==> config.mk <==
export PLATFORM = sky130hd
export DESIGN_NAME = ext_irq_sense
export DESIGN_NICKNAME = d
export VERILOG_FILES = /design/src/rtl/ext_irq_sense.sv
export SDC_FILE = /design/constraint.sdc
export NUM_CORES = 1
export LEC_CHECK = 0
export BUFFER_PORTS_ARGS = -buffer_cell sky130_fd_sc_hd__buf_4
export CAP_MARGIN = 20
export CORE_MARGIN = 2
export CORE_UTILIZATION = 32
export DETAILED_ROUTE_END_ITERATION = 7
export GPL_ROUTABILITY_DRIVEN = 0
export PLACE_DENSITY = 0.63
export SETUP_SLACK_MARGIN = 0.02
export SLEW_MARGIN = 20
export SYNTH_ARGS = -nofsm -noshare
export SYNTH_HDL_FRONTEND = slang
export SYNTH_SLANG_ARGS = --single-unit
==> constraint.sdc <==
create_clock -name clk -period 2 [get_ports clk]
set_input_delay 0.4 -clock clk [delete_from_list [all_inputs] [get_ports clk]]
set_output_delay 0.4 -clock clk [all_outputs]
set_load 0.01 [all_outputs]
==> src/rtl/ext_irq_sense.sv <==
module ext_irq_sense #(
  parameter int NPINS = 4,
  localparam int CW = 2 * NPINS,
  localparam int IW = (NPINS > 1) ? $clog2(NPINS) : 1
) (
  input  logic             clk,
  input  logic             rst_n,
  input  logic [NPINS-1:0] pin_i,
  input  logic             sample_en,
  input  logic             gie,
  input  logic             wr_en,
  input  logic [1:0]       wr_addr,
  input  logic [CW-1:0]    wr_data,
  input  logic [1:0]       rd_addr,
  output logic [CW-1:0]    rd_data,
  input  logic             ack_i,
  input  logic [IW-1:0]    ack_idx,
  output logic             irq_o,
  output logic [IW-1:0]    irq_idx_o
);

  logic [CW-1:0]    ctrl;
  logic [NPINS-1:0] mask, pend, s1, s2, prev;
  logic [NPINS-1:0] hit, clr, req;
  logic [IW-1:0]    idx;

  always_ff @(posedge clk or negedge rst_n) begin
    if (!rst_n) begin
      s1 <= '1;
      s2 <= '1;
      prev <= '1;
    end else begin
      s1 <= pin_i;
      s2 <= s1;
      if (sample_en) prev <= s2;
    end
  end

  for (genvar i = 0; i < NPINS; i++) begin : g_pin
    logic [1:0] mode;
    logic fall, rise;
    assign mode = ctrl[2*i+1:2*i];
    assign fall = sample_en & prev[i] & ~s2[i];
    assign rise = sample_en & ~prev[i] & s2[i];
    assign hit[i] = ((mode == 2'b01) & (fall | rise)) |
                    ((mode == 2'b10) & fall) |
                    ((mode == 2'b11) & rise);
    assign clr[i] = (ack_i && ack_idx == IW'(i)) ||
                    (wr_en && wr_addr == 2'd2 && wr_data[i]);
    assign req[i] = mask[i] & ((mode == 2'b00) ? ~s2[i] : pend[i]);
  end

  always_ff @(posedge clk or negedge rst_n) begin
    if (!rst_n) begin
      ctrl <= '0;
      mask <= '0;
      pend <= '0;
    end else begin
      if (wr_en && wr_addr == 2'd0) ctrl <= wr_data;
      if (wr_en && wr_addr == 2'd1) mask <= wr_data[NPINS-1:0];
      pend <= (pend & ~clr) | hit;
    end
  end

  always_comb begin
    idx = '0;
    for (int i = NPINS - 1; i >= 0; i--)
      if (req[i]) idx = IW'(i);
  end

  assign irq_o     = gie & (|req);
  assign irq_idx_o = idx;

  always_comb begin
    case (rd_addr)
      2'd0:    rd_data = ctrl;
      2'd1:    rd_data = {{(CW-NPINS){1'b0}}, mask};
      2'd2:    rd_data = {{(CW-NPINS){1'b0}}, pend};
      default: rd_data = {{(CW-NPINS){1'b0}}, s2};
    endcase
  end

endmodule

; After elaboration in Yosys (flattened, before gate mapping)
; Cells that the tools add are included.
; Widths: inputs -> output; s select.
[totals]
regBits = 28
input_bits = 24
[op_classes]
eq_ne = 19
mux = 9
bitwise = 56
n_reduce_logical = 23
[op_table]
columns = op, n
row1 = $and 1x1->1, 33
row2 = $eq 2x2->1 const B, 12
row3 = $pmux 8 s3, 1
row4 = $eq 2x1->1 const B, 7
row5 = $logic_not 2->1, 7
row6 = $or 1x1->1, 12
row7 = $logic_and 1x1->1, 11
row8 = $mux 2, 4
row9 = $not 1->1, 8
row10 = $and 4x4->4, 1
row11 = $logic_or 1x1->1, 4
row12 = $mux 1, 4
row13 = $not 4->4, 1
row14 = $or 4x4->4, 1
row15 = $reduce_or 4->1, 1

; Depth between registers and ports, before layout
; Gate-level depths: netlist (run 1).
[depth]
word_depth = 8
mapped_depth = 4
ltp_nobuf = 4

; Worst setup path after synthesis (run 1)
; Ideal clock, no wire load.
[synth_path]
path_kind = reg-to-output
start = register ctrl[7]
end = output port irq_idx_o[1]
t_arrival_ns = 1.231
required_ns = 1.600
path_slack_ns = 0.369
stages_incl_launch_ff = 5
path_cell_list = dfrtp_1 or3_1 a21boi_2 nor2b_1 nor3_1
[synth_via]
elab_chain_len = 7
[synth_rtl]
columns = element, line
row1 = start: declaration, 22  ; logic [CW-1:0] ctrl;
row2 = start signal: assignment, 59  ; if (wr_en && wr_addr == 2'd0) ctrl <= wr_data;
row3 = $logic_not 2->1, 50  ; assign req[i] = mask[i] & ((mode == 2'b00) ? ~s2[i] : pend[i]);
row4 = $mux 1, 50
row5 = $and 1x1->1, 50
row6 = $mux 2 (4 in a row), 68  ; if (req[i]) idx = IW'(i);
row7 = end: declaration, 19  ; output logic [IW-1:0] irq_idx_o
; Every way passes these cells.

; Final worst setup path (run 1)
[layout_path]
start = register ctrl[3]
end = output port irq_idx_o[0]
[layout_via]
elab_chain_len = 5
[layout_rtl]
columns = element, line
row1 = $logic_not 2->1, 50
row2 = $mux 1, 50
row3 = $and 1x1->1, 50
row4 = $mux 2 (2 in a row), 68
; Every way passes these cells.

==> results of run 1 <==
## per-stage QoR
stage	std cells	instance area, sq um	hold WS [ns]
CTS	201	1810	0.02740
detailed placement	191	1692	0.3363
finish	204	1868	0.02720
global placement	191	1692	0.3341
global route	204	1868	0.03822
floorplan	108	1378	0.1044
## where the power goes
group / switching (mW) / internal [mW]
Sequential: 0.0743 / 0.668
Combinational: 0.213 / 0.298
Clock: 0.174 / 0.268
Total: 0.461 / 1.23
## state kept, by name, summed over array words and instances (netlist names)
signal,cells
s1,4
ctrl,8
pend,4
mask,4
prev,4
s2,4
## layout make-up
| cell class | count | area, sq um | share of cell area [%] |
|---|---|---|---|
| timing repair buffer | 43 | 322.8 | 17.28 |
| multi-input combinational | 77 | 686.9 | 36.77 |
| clock buffer | 3 | 41.29 | 2.210 |
| inverter | 2 | 7.507 | 0.4019 |
| sequential | 28 | 716.9 | 38.38 |
| tap | 50 | 62.56 | 3.349 |
| clock inverter | 1 | 30.03 | 1.608 |
## timing repair
item                       in CTS  in global routing
pin swaps                       2                  7
setup endpoints to repair       3                  3
cloned                          0                  0
buffers inserted                6                  3
resized for setup               2                 11
## synth_stat cells (2+ instances only)
cell      number  share of area (%)
mux2_2        17                 14
dfrtp_1       16                 29
dfstp_2       12                 23
o21ai_0       10                3.6
nand2_1        5                1.4
nor2_1         5                1.4
mux4_2         4                6.5
nand3b_1       4                2.2
a21boi_2       3                2.5
and2_1         3                1.4
nor2b_1        3                1.4
or3_1          3                1.4
a21oi_1        2               0.73
a32o_1         2                1.5
inv_1          2               0.55
nor3_1         2               0.73
nor3b_1        2                1.1
## kinds of logic after synthesis
logic type             count (synthesis)  synth area share, %
AO/OA/AOI/OAI                         22                11.17
buffers and inverters                  3               0.8174
AND/OR/NAND/NOR                       33                14.90
multiplexers                          22                21.16
flip-flops                            28                51.95
## path summary, 6_finish.rpt
kind,start,to,slack [ns],depth (start not counted)
max in group asynchronous,rst_n,prev[3],1.67,1
max,ctrl[3],irq_idx_o[0],-0.08,6
min,rst_n,ctrl[5],0.03,1
max reg2reg,s2[1],pend[1],0.69,5
min in group clk,pin_i[3],s1[3],0.23,1
min reg2reg,s1[0],s2[0],0.36,0
## per-layer routing
layer	vias to the layer above	track usage, %	part of all wire (%)	routed length [um]
met4	0	5.128	1.4	46
met3	4	2.471	3.8	122
met1	511	17.05	45	1430
met2	28	22.65	50	1597
met5	-	0	0	0
li1	493	-	-	-
==> flow_summary.json, run 1 <==
{
  "track_usage_pct": 13.40,
  "crit_fanout": 3,
  "final_max_slew_viol_count": 0,
  "period_minus_slack_ns": 2.081,
  "ys_ff_latch": 28,
  "ir_worst_vdd_mv": 0.4384,
  "die_w_um": 69.61,
  "grt_max_degree": 29,
  "final_nets": 179,
  "start_util_pct": 33.95,
  "wirelength_mm": 3.197,
  "async_flop_share_pct": 100.0,
  "setup_viol": 1,
  "critPathLaunchType": "register",
  "die_y_um": 69.61,
  "pre_cts_ws_ns": 0.2683,
  "drt_iter0_markers": 28,
  "fin_ws_ns": -0.08117,
  "p_leak_nw": 0.7933,
  "path_cells": "or3_1 > a21boi_2 > buf_4 > a21oi_2 > nor2_1 > buf_4",
  "antenna_found_initial": 0,
  "crit_arrival_ns": 1.68,
  "synth_fp_nets": 132,
  "syn_area_sq_um": 1378,
  "cp.required_ns": 1.60,
  "cts_max_level": 1,
  "synth.distinct_cells": 30,
  "slew_headroom_pct": 64.21,
  "ios": 35,
  "worst_slew_pin_slew_ns": 0.5363,
  "finalHoldViolCount": 0,
  "critPathMostFrequentCell": "buf_4",
  "grt_first_pass_wirelength_mm": 5.223,
  "synth_warnings": 0,
  "clk_latency_ns": 0.27,
  "synth-edff-count": 0,
  "max_stage_delay_ns": 0.42,
  "n_fill_cell": 369,
  "finish.utilization_pct": 46.04,
  "cp-end-kind": "primary output",
  "grt.overflow.total": 0,
  "clk_pin_slew_ns": 0.09,
  "cts_tree": "built",
  "core_sq_um": 4058,
  "vias": 1036,
  "critical-path-top-delay-family": "simple AND/OR/NAND/NOR gates",
  "die_area_sq_um": 4846,
  "ant_nets": 0,
  "wl_per_cell_um": 15.67,
  "clock-skew-final_ns": 0.001562,
  "drc_errors": 0,
  "cts_num_sinks": 28,
  "fmax_mhz": 480.5,
  "finalSetupTns_ns": -0.08117,
  "vias_per_cell": 5.078,
  "path_class": "register to primary output",
  "synth_cells": 108,
  "placementRows": 23,
  "diodes": 0,
  "final_cell_mix": "buf_4, mux2_2, dfrtp_1",
  "slowest_stage": "dfrtp_1",
  "ctsHoldBuffers": 0,
  "drive_gt1_share_pct": 59.74,
  "min_path_type": "input pin to async pin",
  "min_period_over_period_pct": 104.1,
  "firstDrtPassIters": 4,
  "cts_buffers": 3,
  "dominantRegCellSynth": "dfrtp_1",
  "path_buf_inv": 2,
  "cts_buffer_depth": 2,
  "power_density_nw_per_um2": 907.8,
  "drv_cap": 0,
  "total_power_mw": 1.696,
  "rsz0062_at_grt": "yes",
  "grt_pass1_vias": 1118,
  "mostFrequentLayoutCell": "buf_4",
  "violations": "setup timing",
  "status": "complete, but fails checks",
  "ys_seq_area_share_pct": 51.95,
  "syn_to_final_growth_pct": 35.60,
  "portBuffers": 34,
  "clock_tree.root_cell": "clkbuf_8",
  "syn_avg_cell_area_sq_um": 12.76,
  "hpwl_mm": 2.256
}
Note: power is estimated with default switching activity, not from simulation.
==> inputs of run 2 (changes only) <==
- CORE_UTILIZATION: 32 -> 30
- PLACE_DENSITY: 0.63 -> 0.6
==> run 2 against run 1 <==
Effect of this change: the run now ends clean; power decreased by 9.9%; global-route usage increased by 0.36 points; non-clock buffer count decreased by 1; cell count unchanged; clock-buffer cell count unchanged; routed wire length increased by 2.6%; setup slack improved by 0.14 ns; combinational power decreased by 4.7%; final area decreased by 3.0%; critical path type unchanged; largest cell class unchanged; largest power group unchanged; highest routed layer unchanged.
==> flow_summary.json, run 2 (synthesis gave the netlist of run 1 again) <==
{
  "grt.overflow.total": 0,
  "firstDrtPassIters": 4,
  "ir_worst_vdd_mv": 0.3271,
  "largest_reg_flops": 8,
  "fmax_mhz": 513.8,
  "clk_pin_slew_ns": 0.09,
  "die_w_um": 71.77,
  "diodes": 0,
  "critPathLaunchType": "register",
  "final_cell_mix": "buf_4, mux2_2, dfrtp_1",
  "cp-end-kind": "primary output",
  "drive_gt1_share_pct": 56.58,
  "hpwl_mm": 2.366,
  "min_period_over_period_pct": 97.31,
  "cts_buffer_depth": 2,
  "cts_num_sinks": 28,
  "grt_first_pass_wirelength_mm": 5.513,
  "vias": 1055,
  "period_minus_slack_ns": 1.946,
  "portBuffers": 34,
  "clock_tree.root_cell": "clkbuf_8",
  "vias_per_cell": 5.172,
  "path_cells": "or3_1 > a21boi_2 > nor2_1 > a21boi_1 > buf_4",
  "grt.busiest_layer": "met2",
  "use_met3_pct": 2.250,
  "wl_per_cell_um": 16.08,
  "reg2reg_slack_ns": 0.77,
  "grtUsageMet1_pct": 18.96,
  "mostFrequentLayoutCell": "buf_4",
  "final_nets": 178,
  "finalHoldViolCount": 0,
  "path_class": "register to primary output",
  "ant_nets": 0,
  "clk_latency_ns": 0.27,
  "final_max_slew_viol_count": 0,
  "min_path_type": "input pin to async pin",
  "wirelength_mm": 3.280,
  "largest-register": "ctrl",
  "dpl-instance-area_sq_um": 1694,
  "cts_max_level": 1,
  "core_sq_um": 4384,
  "slowest_stage": "dfrtp_2",
  "total_power_mw": 1.529,
  "multi_input_comb_area_sq_um": 665.6,
  "slew_headroom_pct": 65.84,
  "antenna_found_initial": 0,
  "worst_slew_pin_slew_ns": 0.5119,
  "crit_fanout": 5,
  "path_buf_inv": 1,
  "final-seq-area_sq_um": 716.9,
  "power_density_nw_per_um2": 843.7,
  "status": "complete, no violations",
  "placementRows": 24,
  "finish.utilization_pct": 41.32,
  "max_stage_delay_ns": 0.44,
  "ctsHoldBuffers": 0,
  "ios": 35,
  "drv_cap": 0,
  "final_cell_area_sq_um": 1812,
  "reg2reg_depth": 4,
  "drt_iter0_markers": 39,
  "die_area_sq_um": 5150,
  "grt_pass1_vias": 1132,
  "setup_viol": 0,
  "drc_errors": 0,
  "cts_tree": "built",
  "cp.required_ns": 1.60,
  "syn_to_final_growth_pct": 31.52,
  "die_y_um": 71.77,
  "rsz0062_at_grt": "yes",
  "grt_max_degree": 29,
  "n_fill_cell": 427,
  "globalRouteMet2Util_pct": 21.09,
  "p_leak_nw": 0.7633,
  "start_util_pct": 31.42,
  "cts_buffers": 3,
  "track_usage_pct": 13.76,
  "critical-path-top-delay-family": "flip-flops",
  "crit_arrival_ns": 1.55,
  "reg2reg_to": "pend[1]",
  "r2r-start": "s2[1]",
  "clock-skew-final_ns": 0.003415
}
==> run 2: cell types whose count changed in the layout (fill, tap and decap cells not counted), sizes merged <==
cell    previous run  this run
buf               43        42
bufinv             1         0
==> run 2: worst max path at each step <==
stage	slack, ns	cells past startpoint	to	start
2_1_floorplan	0.37	4	irq_idx_o[1]	ctrl[7]
4_1_cts	0.007	5	irq_o	ctrl[1]
3_5_place_dp	0.24	5	irq_o	ctrl[2]
6_report	0.05	5	irq_o	ctrl[1]
3_3_place_gp	0.25	5	irq_o	ctrl[2]
5_1_grt	-0.05	5	irq_o	ctrl[0]
==> run 2: power breakdown <==
part | leakage [nW] | switching [mW] | internal (mW) | total [mW]
Clock | 0.0216 | 0.165 | 0.135 | 0.301
Sequential | 0.316 | 0.0728 | 0.668 | 0.741
Combinational | 0.426 | 0.203 | 0.284 | 0.487
==> run 2: metal layers <==
layer,vias up,part of all wire (%)
met5,-,0
met4,0,2.6
met3,8,3.8
met2,29,48
met1,526,46
li1,492,-
==> run 2: metrics by stage <==
stage | std cells | setup WS (ns) | hold slack (ns) | setup TNS, ns
final | 204 | 0.05384 | 0.03035 | 0
after global routing | 204 | -0.04860 | 0.04337 | -0.1058
after CTS | 201 | 0.006816 | 0.03667 | 0
after detailed placement | 193 | 0.2420 | 0.3375 | 0
after global placement | 193 | 0.2497 | 0.3343 | 0
after floorplan | 108 | 0.3689 | 0.1044 | 0
==> run 2: timing repair <==
item / CTS / global route
setup endpoints to repair: 3 / 3
buffers inserted: 5 / 3
resized for setup: 1 / 5
pin swaps: 2 / 2
==> run 2: final cells by class <==
type	instances	area share, %
clock buffers	3	2.279
multi-input cells	77	36.74
flip-flops and latches	28	39.57
well taps	52	3.591
repair buffers	42	17.40
inverters	2	0.4144
==> run 2: worst reg2reg max path, stage by stage (launching register included) <==
cell	delay, ns
dfstp_2	0.59
nor2_1	0.05
mux2_2	0.26
a21oi_1	0.13
o21ai_0	0.09
==> inputs of run 3 (changes only) <==
- HOLD_SLACK_MARGIN: default -> 0.06
==> run 3 against run 2 <==
Effect of this change: core utilization up 0.23 points; non-clock buffer count up 1; clock-buffer cell count unchanged; largest cell class unchanged; via count rose by 0.19%.
==> flow_summary.json, run 3 (synthesis gave the netlist of run 1 again) <==
{
  "ant_nets": 0,
  "vias": 1057,
  "min_path_type": "input pin to register",
  "clock_tree.root_cell": "clkbuf_8",
  "grt_max_degree": 29,
  "cp-end-kind": "primary output",
  "drc_errors": 0,
  "die_area_sq_um": 5150,
  "final_max_slew_viol_count": 0,
  "path_class": "register to primary output",
  "placementRows": 24,
  "core_sq_um": 4384,
  "place_inst": 193,
  "fmax_mhz": 513.8,
  "reg2reg_slack_ns": 0.77,
  "slew_headroom_pct": 65.84,
  "antenna_found_initial": 0,
  "final_cells": 205,
  "diodes": 0,
  "cp.required_ns": 1.60,
  "setup_viol": 0,
  "rsz0062_at_grt": "yes",
  "mostFrequentLayoutCell": "buf_4",
  "p_leak_nw": 0.7675,
  "grt.overflow.total": 0,
  "cts_num_sinks": 28,
  "largest-register": "ctrl",
  "clk_pin_slew_ns": 0.09,
  "drt_iter0_markers": 56,
  "max_stage_delay_ns": 0.44,
  "cts_buffers": 3,
  "power_density_nw_per_um2": 839.7,
  "crit_fanout": 5,
  "firstDrtPassIters": 4,
  "path_buf_inv": 1,
  "r2r-start": "s2[1]",
  "ios": 35,
  "status": "complete, no violations",
  "path_cells": "or3_1 > a21boi_2 > nor2_1 > a21boi_1 > buf_4",
  "holdWs_ns": 0.2269,
  "wirelength_mm": 3.275,
  "min_period_over_period_pct": 97.32,
  "crit_arrival_ns": 1.55,
  "multi_input_comb_area_sq_um": 665.6,
  "drive_gt1_share_pct": 56.21,
  "start_util_pct": 31.42,
  "die_y_um": 71.77,
  "cts_tree": "built",
  "hold_depth": 1,
  "final-seq-area_sq_um": 716.9,
  "critPathLaunchType": "register",
  "finalHoldViolCount": 0,
  "reg2reg_depth": 4,
  "n_fill_cell": 426,
  "cts_buffer_depth": 2,
  "portBuffers": 34,
  "syn_to_final_growth_pct": 32.24,
  "grt_first_pass_wirelength_mm": 5.499,
  "hpwl_mm": 2.366,
  "drv_cap": 0,
  "min_to": "s1[1]",
  "wl_per_cell_um": 15.98,
  "worst_slew_pin_slew_ns": 0.5119,
  "cts_max_level": 1,
  "reg2reg_to": "pend[1]",
  "ir_worst_vdd_mv": 0.3271,
  "critical-path-top-delay-family": "flip-flops",
  "vias_per_cell": 5.156,
  "slowest_stage": "dfrtp_2",
  "hp-start": "pin_i[1]",
  "die_w_um": 71.77,
  "clk_latency_ns": 0.27,
  "track_usage_pct": 13.73,
  "grt_pass1_vias": 1126,
  "period_minus_slack_ns": 1.946,
  "final_nets": 179,
  "largest_reg_flops": 8,
  "final_cell_mix": "buf_4, mux2_2, dfrtp_1",
  "clock-skew-final_ns": 0.003457,
  "total_power_mw": 1.530
}
[run 3: worst max-delay path by stage]
stage                     slack [ns]     from  cells after the start            to
final                           0.05  ctrl[1]                      5         irq_o
after global routing           -0.05  ctrl[0]                      5         irq_o
after CTS                      0.007  ctrl[1]                      5         irq_o
after detailed placement        0.24  ctrl[2]                      5         irq_o
after global placement          0.25  ctrl[2]                      5         irq_o
after floorplan                 0.37  ctrl[7]                      4  irq_idx_o[1]
[run 3: cell type report]
| class | instances | share of cell area, % |
|---|---|---|
| clock buffers | 3 | 2.266 |
| inverters | 2 | 0.4121 |
| multi-input cells | 77 | 36.54 |
| flip-flops and latches | 28 | 39.35 |
| well taps | 52 | 3.571 |
| repair buffers | 43 | 17.86 |
[run 3: repair_timing]
action	CTS	global route
buffers inserted	5	3
hold endpoints to repair	16	0
resized for setup	1	5
endpoints found under the setup margin	3	3
pin swaps	2	2
hold buffers	1	0
[run 3: report_power, final]
group	leakage (nW)	switching [mW]	total (mW)	internal [mW]
clock	0.0216	0.165	0.301	0.135
sequential	0.316	0.0727	0.741	0.668
combinational	0.430	0.203	0.488	0.285
[run 3: per-stage QoR]
step / utilization, % / worst slack (ns) / cell area (sq um) / TNS [ns]
after floorplan: - / 0.3689 / 1378 / 0
after global placement: 38.64 / 0.2497 / 1694 / 0
after detailed placement: 38.64 / 0.2420 / 1694 / 0
after CTS: 40.67 / 0.006816 / 1783 / 0
after global routing: 41.55 / -0.04860 / 1822 / -0.1058
final: 41.55 / 0.05354 / 1822 / 0
[run 3: worst register-to-register path: stages, from the launching register on]
cell     delay (ns)
dfstp_2        0.59
nor2_1         0.05
mux2_2         0.26
a21oi_1        0.13
o21ai_0        0.09
[run 3: per-layer routing]
metal / GRT usage [%] / vias to the layer above / wire length, um
met3: 2.250 / 8 / 125
met5: 0 / - / 0
met1: 18.87 / 526 / 1494
met4: 6.709 / 0 / 86
li1: - / 494 / -
met2: 21.09 / 29 / 1569
